File: src/rtl/clamp_region_pkg.sv
package clamp_region_pkg;

  localparam int unsigned NPH = 3;

  // sign vector: bit k set when phase k is non-negative (k: 0=A,1=B,2=C)
  function automatic logic [2:0] region_of(input logic [2:0] pos);
    logic [2:0] r;
    case (pos)
      3'b101:  r = 3'd1;
      3'b001:  r = 3'd2;
      3'b011:  r = 3'd3;
      3'b010:  r = 3'd4;
      3'b110:  r = 3'd5;
      3'b100:  r = 3'd6;
      default: r = 3'd0;
    endcase
    return r;
  endfunction

  function automatic logic majority(input logic [2:0] pos);
    return (pos[0] & pos[1]) | (pos[0] & pos[2]) | (pos[1] & pos[2]);
  endfunction

  // index of the phase whose sign differs from the majority
  function automatic logic [1:0] odd_one(input logic [2:0] pos);
    logic m;
    logic [1:0] k;
    m = majority(pos);
    if (pos[0] != m)      k = 2'd0;
    else if (pos[1] != m) k = 2'd1;
    else                  k = 2'd2;
    return k;
  endfunction

  // magnitude of an active line voltage with one extra bit of headroom
  function automatic logic signed [16:0] line_mag17(input logic signed [15:0] v_act,
                                                   input logic signed [15:0] v_clp,
                                                   input logic hi);
    logic signed [16:0] a;
    logic signed [16:0] c;
    a = {v_act[15], v_act};
    c = {v_clp[15], v_clp};
    return hi ? (c - a) : (a - c);
  endfunction

endpackage

File: src/rtl/region_decoder.sv
module region_decoder
  import clamp_region_pkg::*;
(
  input  logic [2:0] pos,
  output logic [2:0] region_d,
  output logic [1:0] clamp_d,
  output logic       hi_d,
  output logic [1:0] act_p,
  output logic [1:0] act_n,
  output logic       bad
);
  always_comb begin
    region_d = region_of(pos);
    bad      = (pos == 3'b000) || (pos == 3'b111);
    clamp_d  = odd_one(pos);
    hi_d     = ~majority(pos);
    case (clamp_d)
      2'd0:    begin act_p = 2'd1; act_n = 2'd2; end
      2'd1:    begin act_p = 2'd0; act_n = 2'd2; end
      default: begin act_p = 2'd0; act_n = 2'd1; end
    endcase
  end
endmodule

File: src/rtl/line_level_cmp.sv
module line_level_cmp #(
  parameter int W    = 16,
  parameter int FRAC = 13
) (
  input  logic signed [W-1:0] v_act,
  input  logic signed [W-1:0] v_clp,
  input  logic                clamp_hi,
  output logic                at_or_above
);
  localparam logic signed [W:0] HALF_BUS = {{(W-FRAC){1'b0}}, 1'b1, {FRAC{1'b0}}};

  logic signed [W:0] a_x;
  logic signed [W:0] c_x;
  logic signed [W:0] mag;

  always_comb begin
    a_x = {v_act[W-1], v_act};
    c_x = {v_clp[W-1], v_clp};
    mag = clamp_hi ? (c_x - a_x) : (a_x - c_x);
    at_or_above = (mag >= HALF_BUS);
  end
endmodule

File: src/rtl/clamp_region_sel.sv
module clamp_region_sel
  import clamp_region_pkg::*;
#(
  parameter int W    = 16,
  parameter int FRAC = 13
) (
  input  logic                clk,
  input  logic                rst_n,
  input  logic                sample_stb,
  input  logic signed [W-1:0] ref_a,
  input  logic signed [W-1:0] ref_b,
  input  logic signed [W-1:0] ref_c,
  output logic [2:0]          region,
  output logic [1:0]          clamp_phase,
  output logic                clamp_hi,
  output logic                lvl_p,
  output logic                lvl_n
);
  localparam int NACT = 2;

  logic signed [W-1:0] ph [NPH];
  logic [2:0] pos;
  logic [2:0] region_d;
  logic [1:0] clamp_d;
  logic       hi_d;
  logic [1:0] act_idx [NACT];
  logic [NACT-1:0] lvl_d;
  logic       pat_bad;
  logic       take;

  assign ph[0] = ref_a;
  assign ph[1] = ref_b;
  assign ph[2] = ref_c;

  for (genvar k = 0; k < NPH; k++) begin : g_sign
    assign pos[k] = ~ph[k][W-1];
  end

  region_decoder u_dec (
    .pos      (pos),
    .region_d (region_d),
    .clamp_d  (clamp_d),
    .hi_d     (hi_d),
    .act_p    (act_idx[0]),
    .act_n    (act_idx[1]),
    .bad      (pat_bad)
  );

  for (genvar j = 0; j < NACT; j++) begin : g_lvl
    line_level_cmp #(.W(W), .FRAC(FRAC)) u_cmp (
      .v_act       (ph[act_idx[j]]),
      .v_clp       (ph[clamp_d]),
      .clamp_hi    (hi_d),
      .at_or_above (lvl_d[j])
    );
  end

  assign take = sample_stb & ~pat_bad;

  always_ff @(posedge clk or negedge rst_n) begin
    if (!rst_n) begin
      region      <= 3'd1;
      clamp_phase <= 2'd1;
      clamp_hi    <= 1'b0;
      lvl_p       <= 1'b0;
      lvl_n       <= 1'b0;
    end else if (take) begin
      region      <= region_d;
      clamp_phase <= clamp_d;
      clamp_hi    <= hi_d;
      lvl_p       <= lvl_d[0];
      lvl_n       <= lvl_d[1];
    end
  end
endmodule

File: config.mk
export PLATFORM = sky130hd
export DESIGN_NAME = clamp_region_sel
export DESIGN_NICKNAME = d
export VERILOG_FILES = /design/src/rtl/clamp_region_pkg.sv /design/src/rtl/region_decoder.sv /design/src/rtl/line_level_cmp.sv /design/src/rtl/clamp_region_sel.sv
export SDC_FILE = /design/constraint.sdc
export NUM_CORES = 1
export LEC_CHECK = 0
export ABC_CLOCK_PERIOD_IN_PS = 3410
export CAP_MARGIN = 15
export CORE_ASPECT_RATIO = 2
export CORE_MARGIN = 3
export CORE_UTILIZATION = 60
export CTS_CLUSTER_DIAMETER = 60
export DETAILED_ROUTE_END_ITERATION = 8
export DONT_BUFFER_PORTS = 1
export PLACE_DENSITY_LB_ADDON = 0.05
export SLEW_MARGIN = 40
export SYNTH_ARGS = -nofsm -noshare
export SYNTH_HDL_FRONTEND = slang
export SYNTH_SLANG_ARGS = --single-unit
export TNS_END_PERCENT = 100
File: constraint.sdc
create_clock -name clk -period 3.41 [get_ports clk]
set_clock_uncertainty 0.2 [all_clocks]
set_input_delay 0.341 -clock clk [delete_from_list [all_inputs] [get_ports clk]]
set_output_delay 0.341 -clock clk [all_outputs]
set_load 0.05 [all_outputs]
==> flow_summary.toml, run 1 <==
[grt]
grt_pass1_wl_mm = 31.63
grt_usage_pct = 42.95
antenna_found_initial = 0
grt_pass1_vias = 6485
grt-ovfl-total = 0
grt_max_degree = 59

[synth]
ys.flop_type = "dfrtp_1"
yosysUniqueCellTypes = 80
syn-num-nets = 807
synth_fa_ha_area_share_pct = 16.56
synthSimpleGateAreaFrac_pct = 25.85
postSynth.asyncResetShare_pct = 100.0
yosysTopAreaCell = "ha_1"
ys_warn_count = 0
synthXorXnorAreaFrac_pct = 3.827
synthesis.area_sq_um = 4806
muxShareOfSynthArea_pct = 5.129
syn_avg_cell_area_sq_um = 6.935
synth.area.top_cells = "ha_1, nand2_1, a21o_1"
synth.yosys.seq_area_share_pct = 4.218
synth-edff-count = 0
synth_top_family_by_area = "compound AO/OA/AOI/OAI gates"
synth_compound_area_share_pct = 35.90
synthesis.instances = 693
synth_seq_cells = 8
yosys.area.top_type_share_pct = 16.14

[placement]
placed_cell_area_sq_um = 6091
post-dp-hpwl_mm = 15.90
place_inst = 899
globalplace.congestion = 1.076
io_buffers = 0

[pwr]
power_density_nw_per_um2 = 357.7
internal_power_mw = 1.158
p_seq_share_pct = 9.4
comb_power_share_pct = 81.2
p_sw_share_pct = 48.88
p_leak_nw = 3.024
p_sw_mw = 1.108
clkPwrFrac_pct = 9.4
power.total_mw = 2.266
irDropWorstVdd_v = 0.0005461

[hold_path]
holdPathEnd = "region[1]$_DFFE_PN0P_"
whs_path_depth = 1
holdCritPathClass = "in -> reg"
hp-start = "ref_c[15]"

[detailed_routing]
wl_met3_mm = 1.826
drt_first_iter_violations = 578
wl_met1_mm = 6.188
ant_nets = 0
wirelength_mm = 20.52
wl_met2_mm = 9.836
dr_total_vias = 6231
avgViaCountPerCell = 6.893
wl_per_cell_um = 22.70
first_pass_iters = 5
top_layer_used = "met4"
drc = 0

[clock_tree]
cts_max_level = 1
cts_tree = "yes"
insertion_delay_ns = 0.23
cts_buffer_depth = 2
clock-sinks = 8
clk_pin_slew_worst_paths_ns = 0.05
root_buffer = "clkbuf_16"
numCtsBuffers = 3

[sta]
setup_violations = 2
slew_violations = 0
setup_ws_ns = -0.5933
finalCritPeriodShare_pct = 117.4
hold_viol_final = 0
period_minus_slack_ns = 4.003
fmax_mhz = 249.8
rsz0062_at_grt = "yes"
tightestPinTransition_ns = 0.8599
hold_ws_ns = 0.001943
relSlewSlack_pct = 42.23

[floorplan]
die_y_um = 132.6
die_x_um = 69.29
die_area_sq_um = 9185
num_rows = 45
core_area_sq_um = 7714
ios = 59
start_util_pct = 62.30

[layout]
area_delta_synth_final_pct = 31.84
nets = 926
final_cells = 904
final_cell_area_sq_um = 6336
regArea_sq_um = 202.7
final_util_pct = 82.14
n_antenna_cell = 0
drive_gt1_share_pct = 28.89
final_common_cell = "buf_4"
multi_input_area_sq_um = 4478
fill_cells = 552
final_cell_mix = "buf_4, nand2_1, ha_1"

[outcome]
failed_checks = "negative setup slack"
status = "complete, but fails checks"

[worst_setup_path]
timing.rr.end = "region[0]$_DFFE_PN1P_"
rrSetupSlack_ns = 1.92
path_max_fanout = 49
cp-end-kind = "register"
critPathArrivalTime_ns = 3.91
crit_required_ns = 3.32
criticalPathCategory = "in -> reg"
worstSetupStartpointType = "primary input"
ff2ff_path_depth = 4
rr_startpoint = "region[0]$_DFFE_PN1P_"

[job]
drv_cap = 0
[sequential cells by signal, indices dropped and copies added (netlist names)]
name and flops:
region 3, clamp_phase 2, clamp_hi 1, lvl_n 1
lvl_p 1
[worst max path at each step]
stage	start	endpoint	slack, ns	cells past startpoint
final	ref_a[15]	lvl_n$_DFFE_PN0P_	-0.59	17
after global routing	ref_a[15]	lvl_n$_DFFE_PN0P_	-0.79	19
after global placement	ref_c[15]	lvl_n$_DFFE_PN0P_	-0.83	18
after floorplan	ref_a[15]	lvl_n$_DFFE_PN0P_	-1.01	19
after detailed placement	ref_c[15]	lvl_p$_DFFE_PN0P_	-0.95	17
after CTS	ref_a[15]	lvl_n$_DFFE_PN0P_	-0.56	18
[kinds of logic (layout without fill, tap and decap cells)]
family	Yosys count	after routing
AOI/OAI and AO/OA	250	250
xor gates and xnor gates	18	18
adders and majority gates	63	63
buffers and inverters	98	215
DFF	8	8
muxes	22	22
and+or+nand+nor	234	234
[through the flow]
stage	worst slack, ns	setup TNS [ns]
finish	-0.5933	-1.155
global route	-0.7937	-1.523
CTS	-0.5585	-1.104
detailed placement	-0.9500	-1.835
global placement	-0.8276	-1.651
floorplan	-1.007	-1.880
[what timing repair did]
action | CTS | global route
endpoints found under the setup margin | 2 | 2
hold endpoints to repair | 9 | 0
hold buffers | 2 | 0
resized for setup | 13 | 17
pin swaps | 2 | 5
setup buffers | 0 | 0
[per-layer routing]
layer	GRT usage, %	vias up
met1	39.01	2815
met3	10.19	177
met4	45.11	0
li1	-	2824
met5	0	-
met2	73.46	415
[power by group through the flow]
| stage | clock, mW | sequential (mW) | combinational, mW |
|---|---|---|---|
| finish | 0.213 | 0.213 | 1.84 |
| global route | 0.213 | 0.215 | 1.97 |
| CTS | 0.211 | 0.213 | 1.74 |
| detailed placement | 0 | 0.215 | 1.70 |
| global placement | 0 | 0.214 | 1.66 |
| floorplan | 0 | 0.205 | 1.05 |
[layout make-up]
cell class / instances / share of cell area (%)
clock buffers: 3 / 1.185
inverters: 51 / 3.337
multi-input cells: 587 / 70.68
flip-flops and latches: 8 / 3.199
well taps: 94 / 1.856
repair buffers: 161 / 19.75
[cells in the mapped netlist (4+ instances only)]
cell type,instances
nand2_1,81
ha_1,62
inv_1,49
a21oi_1,47
o21ai_0,40
a21o_1,39
nor2_1,29
clkbuf_1,28
nor3_1,28
o22ai_1,14
o221ai_1,13
nand3_1,12
mux2_2,11
nand2b_1,11
nor3b_1,11
o211ai_1,11
a31oi_1,10
mux2i_1,10
buf_2,9
and2_1,8
nor2b_1,8
o31ai_1,8
xnor2_1,8
xor2_1,8
o22a_1,7
a2111oi_0,6
dfrtp_1,6
or3_1,6
a211oi_1,5
nand4_1,5
nor4bb_1,5
o311ai_0,5
or3b_2,5
a211o_1,4
and4_1,4
buf_1,4
buf_4,4
o32a_1,4
[worst max-delay path: stages]
cell and delay, ns:
inv_8 0.02, fa_2 0.43, buf_12 0.17, nand3b_1 0.27, nand2_8 0.17, mux2_4 0.33, ha_4 0.27, or3b_4 0.37
a21oi_2 0.15, o21ai_0 0.12, o211ai_1 0.26, a31oi_1 0.12, nor3_1 0.19, o22ai_2 0.14, xnor2_1 0.14, o311ai_1 0.28
a31oi_1 0.12
Note: power is estimated with default switching activity, not from simulation.
==> run 2, diff against run 1 <==
Settings changed: HOLD_SLACK_MARGIN set to 0.1.
==> run 2 against run 1 <==
  * The run still ends with negative setup slack left
  * Core utilization is 0.39 points higher
  * Fmax shrank 1.6%
  * Register-to-register slack worse by 0.45 ns
  * Sequential share of layout area is essentially flat
  * Critical path depth unchanged
  * Sequential cell count is the same
  * Via count increased by 1.4%
  * Clock power about the same
  * Critical endpoint unchanged
==> flow_summary.toml, run 2 (same netlist as run 1, synthesis figures left out) <==
[outcome]
status = "complete, but fails checks"
failed_checks = "negative setup slack"

[floorplan]
start_util_pct = 62.30
die_y_um = 132.6
core_area_sq_um = 7714
die_x_um = 69.29
ios = 59
num_rows = 45
die_area_sq_um = 9185

[clock_tree]
cts_setup_buffers = 0
numCtsBuffers = 3
insertion_delay_ns = 0.23
root_buffer = "clkbuf_16"
clk_pin_slew_worst_paths_ns = 0.05
cts_tree = "yes"
cts_max_level = 1
cts_buffer_depth = 2
clock-sinks = 8

[worst_setup_path]
cp_slowest_cell = "fa_2"
worstSetupStartpointType = "primary input"
cp_common_cell = "a31oi_1"
path_max_fanout = 49
rr_startpoint = "region[1]$_DFFE_PN0P_"
crit_required_ns = 3.32
cp-end-kind = "register"
crit_chain = "inv_8 > fa_2 > buf_12 > nand3b_1 > nand2_8 > mux2_4 > ha_4 > or3b_4 > a21oi_2 > o21ai_0 > o211ai_1 > a31oi_1 > nor3_1 > o22ai_2 > xnor2_1 > o311ai_1 > a31oi_1"
critPathLaunch = "ref_a[15]"
criticalPathCategory = "in -> reg"
critPathMaxStageDelay_ns = 0.43
critPathArrivalTime_ns = 3.98

[layout]
final_cell_mix = "buf_4, nand2_1, ha_1"
final_util_pct = 82.53
largest-register = "region"
largestRegisters = "region (3), clamp_phase (2)"
n_antenna_cell = 0
drive_gt1_share_pct = 28.78
nets = 929
final_common_cell = "buf_4"
area_delta_synth_final_pct = 32.47
largest_reg_flops = 3

[sta]
rsz0062_at_grt = "yes"
tightestPinTransition_ns = 0.7970
fin_setup_tns_ns = -1.230
fmax_mhz = 245.8
period_minus_slack_ns = 4.069
setup_ws_ns = -0.6587
slew_violations = 0
hold_ws_ns = 0.1239
hold_viol_final = 0
setup_violations = 2
finalCritPeriodShare_pct = 119.3
relSlewSlack_pct = 46.46

[placement]
io_buffers = 0
pre_cts_ws_ns = -0.9500
globalplace.congestion = 1.076
post-dp-hpwl_mm = 15.90

[detailed_routing]
first_pass_iters = 7
avgViaCountPerCell = 6.965
dr_total_vias = 6317
ant_nets = 0
wl_per_cell_um = 22.79
wirelength_mm = 20.68
drt_first_iter_violations = 542
drc = 0

[grt]
grt_usage_pct = 43.09
antenna_found_initial = 0
grt_pass1_wl_mm = 31.74
grt-ovfl-total = 0
grt_pass1_vias = 6516
grt_max_degree = 59

[hold_path]
holdCritPathClass = "in -> reg"
hp-start = "sample_stb"

[pwr]
p_leak_nw = 3.035
irDropWorstVdd_v = 0.0005490
power_density_nw_per_um2 = 357.9
power.total_mw = 2.278

[job]
drv_cap = 0
run 2: final timing paths:
| path | end | slack (ns) | cells after the start |
|---|---|---|---|
| worst max-delay path | lvl_n$_DFFE_PN0P_ | -0.66 | 17 |
| worst min-delay path | region[2]$_DFFE_PN0P_ | 0.12 | 2 |
| worst max register to register | region[1]$_DFFE_PN0P_ | 1.47 | 5 |
| worst min register to register | clamp_phase[0]$_DFFE_PN1P_ | 0.43 | 2 |
| max in group asynchronous | region[0]$_DFFE_PN1P_ | 2.34 | 1 |
| min in group asynchronous | lvl_n$_DFFE_PN0P_ | 0.31 | 1 |
run 2: metrics by stage:
step,cell area (sq um),cells
final,6366,907
after CTS,6274,907
after floorplan,5062,693
after global routing,6366,907
after detailed placement,6091,899
after global placement,6091,899
run 2: power breakdown:
part / switching, mW / leakage [nW] / internal [mW]
sequential: 0.0957 / 0.0920 / 0.118
combinational: 0.959 / 2.91 / 0.892
clock: 0.0610 / 0.0370 / 0.153
total: 1.12 / 3.04 / 1.16
run 2: critical path, delay by kind of cell:
family / cells / cell delay [ns]
xor gates and xnor gates: 1 / 0.14
and+or+nand+nor: 4 / 1.02
muxes: 1 / 0.33
AOI/OAI and AO/OA: 7 / 1.22
adders and majority gates: 2 / 0.70
buffers and inverters: 2 / 0.19
run 2: final cells by class:
class,instances,area [sq um]
clock buffer,3,75.07
fill,547,1348
inverter,51,211.5
multi-input combinational,587,4478
sequential,8,202.7
tap,94,117.6
timing repair buffer,164,1281
run 2: what timing repair did:
item,CTS,global route
endpoints found under the hold margin,11,0
pin swaps,2,5
endpoints found under the setup margin,2,2
gates cloned,0,0
hold buffers,5,0
gates resized for setup,13,17
run 2: metal layers:
metal  track usage, %  routed length (um)
met5                0                   0
met4            45.00                2576
met2            73.72                9939
met3            10.27                1782
met1            39.19                6376
==> run 3, diff against run 2 <==
==> constraint.sdc (replaced) <==
create_clock -name clk -period 3.41 [get_ports clk]
set_clock_uncertainty 0.2 [all_clocks]
set_input_delay 0.1705 -clock clk [delete_from_list [all_inputs] [get_ports clk]]
set_output_delay 0.1705 -clock clk [all_outputs]
set_load 0.05 [all_outputs]
==> run 3 against run 2 <==
  * Clock power rose by 5%
  * Cell area increased by 8.5%
  * Final cell count increased by 3.4%
  * Sequential share of layout area is 0.25 points lower
  * Via count rose by 13%
  * Sequential cell count stayed put
  * Largest power group unchanged
  * Core utilization is 7.1 points higher
  * The run still ends with negative setup slack left
  * Critical path type unchanged
  * Hold slack better by 0.014 ns
  * Global-route usage rose by 9.9 points
  * Largest cell class unchanged
  * Clock-buffer cell count stayed put
==> flow_summary.toml, run 3 (same netlist as run 1, synthesis figures left out) <==
[outcome]
status = "complete, but fails checks"
failed_checks = "negative setup slack"

[pwr]
p_leak_nw = 3.230
power.total_mw = 2.567
irDropWorstVdd_v = 0.0003764
power_density_nw_per_um2 = 371.4

[layout]
n_antenna_cell = 0
final_common_cell = "buf_4"
largest-register = "region"
drive_gt1_share_pct = 34.72
largestRegisters = "region (3), clamp_phase (2)"
nets = 960
multi_input_area_sq_um = 4732
final_cell_mix = "buf_4, nand2_1, ha_1"
area_delta_synth_final_pct = 43.79
regArea_sq_um = 202.7
fill_cells = 382
largest_reg_flops = 3

[worst_setup_path]
criticalPathCategory = "in -> reg"
crit_required_ns = 3.38
ff2ff_path_depth = 5
rr_startpoint = "region[0]$_DFFE_PN1P_"
critPathArrivalTime_ns = 4.04
critPathLaunch = "ref_a[15]"
worstSetupStartpointType = "primary input"
rrSetupSlack_ns = 1.31
path_max_fanout = 49
cp-end-kind = "register"
timing.rr.end = "region[0]$_DFFE_PN1P_"

[grt]
grt-ovfl-total = 0
grt_usage_pct = 52.96
grt_pass1_vias = 7276
grt_pass1_wl_mm = 38.23
grt_max_degree = 59
antenna_found_initial = 0

[sta]
slew_violations = 0
rsz0062_at_grt = "yes"
setup_ws_ns = -0.6601
period_minus_slack_ns = 4.070
setup_violations = 2
hold_viol_final = 0
relSlewSlack_pct = 36.97
tightestPinTransition_ns = 0.9382
fmax_mhz = 245.7
finalCritPeriodShare_pct = 119.4
fin_setup_tns_ns = -1.010

[hold_path]
holdCritPathClass = "in -> async"

[detailed_routing]
dr_total_vias = 7124
ant_nets = 0
drc = 0
wirelength_mm = 25.09
wl_per_cell_um = 26.75
avgViaCountPerCell = 7.595
first_pass_iters = 8
drt_first_iter_violations = 812

[placement]
pre_cts_ws_ns = -0.7948
post-dp-hpwl_mm = 15.98
io_buffers = 0
globalplace.congestion = 1.081

[job]
drv_cap = 0

[clock_tree]
cts_tree = "yes"
insertion_delay_ns = 0.25
clock-sinks = 8
numCtsBuffers = 3
cts_max_level = 1
root_buffer = "clkbuf_16"
clk_pin_slew_worst_paths_ns = 0.05
cts_buffer_depth = 2

[floorplan]
num_rows = 45
core_area_sq_um = 7714
die_x_um = 69.29
start_util_pct = 62.30
die_area_sq_um = 9185
die_y_um = 132.6
ios = 59
[run 3: cell types whose count changed in the layout (fill, tap and decap cells not counted), moves of 4 or more]
cell,change
ha_1,-6
ha_4,+5
inv_1,-4
buf_4,+15
buf_6,+13
o21ai_0,-4
[run 3: worst max-delay path by stage]
stage / to / slack [ns] / cells past startpoint
after floorplan: lvl_n$_DFFE_PN0P_ / -0.84 / 19
after global placement: lvl_n$_DFFE_PN0P_ / -0.65 / 18
after detailed placement: lvl_n$_DFFE_PN0P_ / -0.79 / 18
after CTS: lvl_n$_DFFE_PN0P_ / -0.46 / 17
after global routing: lvl_n$_DFFE_PN0P_ / -0.69 / 22
final: lvl_n$_DFFE_PN0P_ / -0.66 / 20
[run 3: cell type report]
cell class / count / share of cell area (%)
clock buffers: 3 / 1.086
inverters: 51 / 3.078
multi-input cells: 587 / 68.48
flip-flops and latches: 8 / 2.933
well taps: 94 / 1.702
repair buffers: 195 / 22.72
[run 3: routing by layer]
| metal | track usage (%) | part of all wire (%) |
|---|---|---|
| met1 | 46.51 | 29 |
| met3 | 22.74 | 11 |
| met4 | 59.46 | 15 |
| met2 | 83.40 | 45 |
| met5 | 0 | 0 |
[run 3: stage by stage]
step                      util, %  hold WS, ns  instances  area (sq um)
after global placement      78.86      -0.3248        898          6083
final                       89.59       0.1381        938          6910
after detailed placement    78.86      -0.3249        898          6083
after floorplan                 -      -0.3251        693          5062
after CTS                   86.94       0.1072        932          6706
after global routing        89.59       0.1248        938          6910
[run 3: repair_timing]
| item | in CTS | in global routing |
|---|---|---|
| hold buffers | 8 | 0 |
| endpoints found under the hold margin | 13 | 0 |
| endpoints found under the setup margin | 2 | 2 |
| setup buffers | 23 | 6 |
| resized for setup | 61 | 30 |
| pin swaps | 32 | 20 |
[run 3: where the power goes]
part	total, mW	internal [mW]	switching [mW]
registers	0.218	0.118	0.100
clock network	0.225	0.154	0.0714
logic	2.12	1.01	1.11
total	2.57	1.28	1.29
[run 3: critical path, stage by stage]
cell,delay [ns]
inv_6,0.02
fa_2,0.43
buf_12,0.17
nand3b_1,0.19
buf_6,0.17
nand2_8,0.12
mux2_4,0.34
ha_4,0.27
or3b_4,0.38
a21oi_4,0.16
buf_6,0.13
nor2_4,0.05
o31ai_4,0.24
a21oi_1,0.12
o21ai_1,0.12
o211ai_1,0.10
buf_4,0.17
xor2_1,0.16
a311o_1,0.32
a31oi_1,0.18
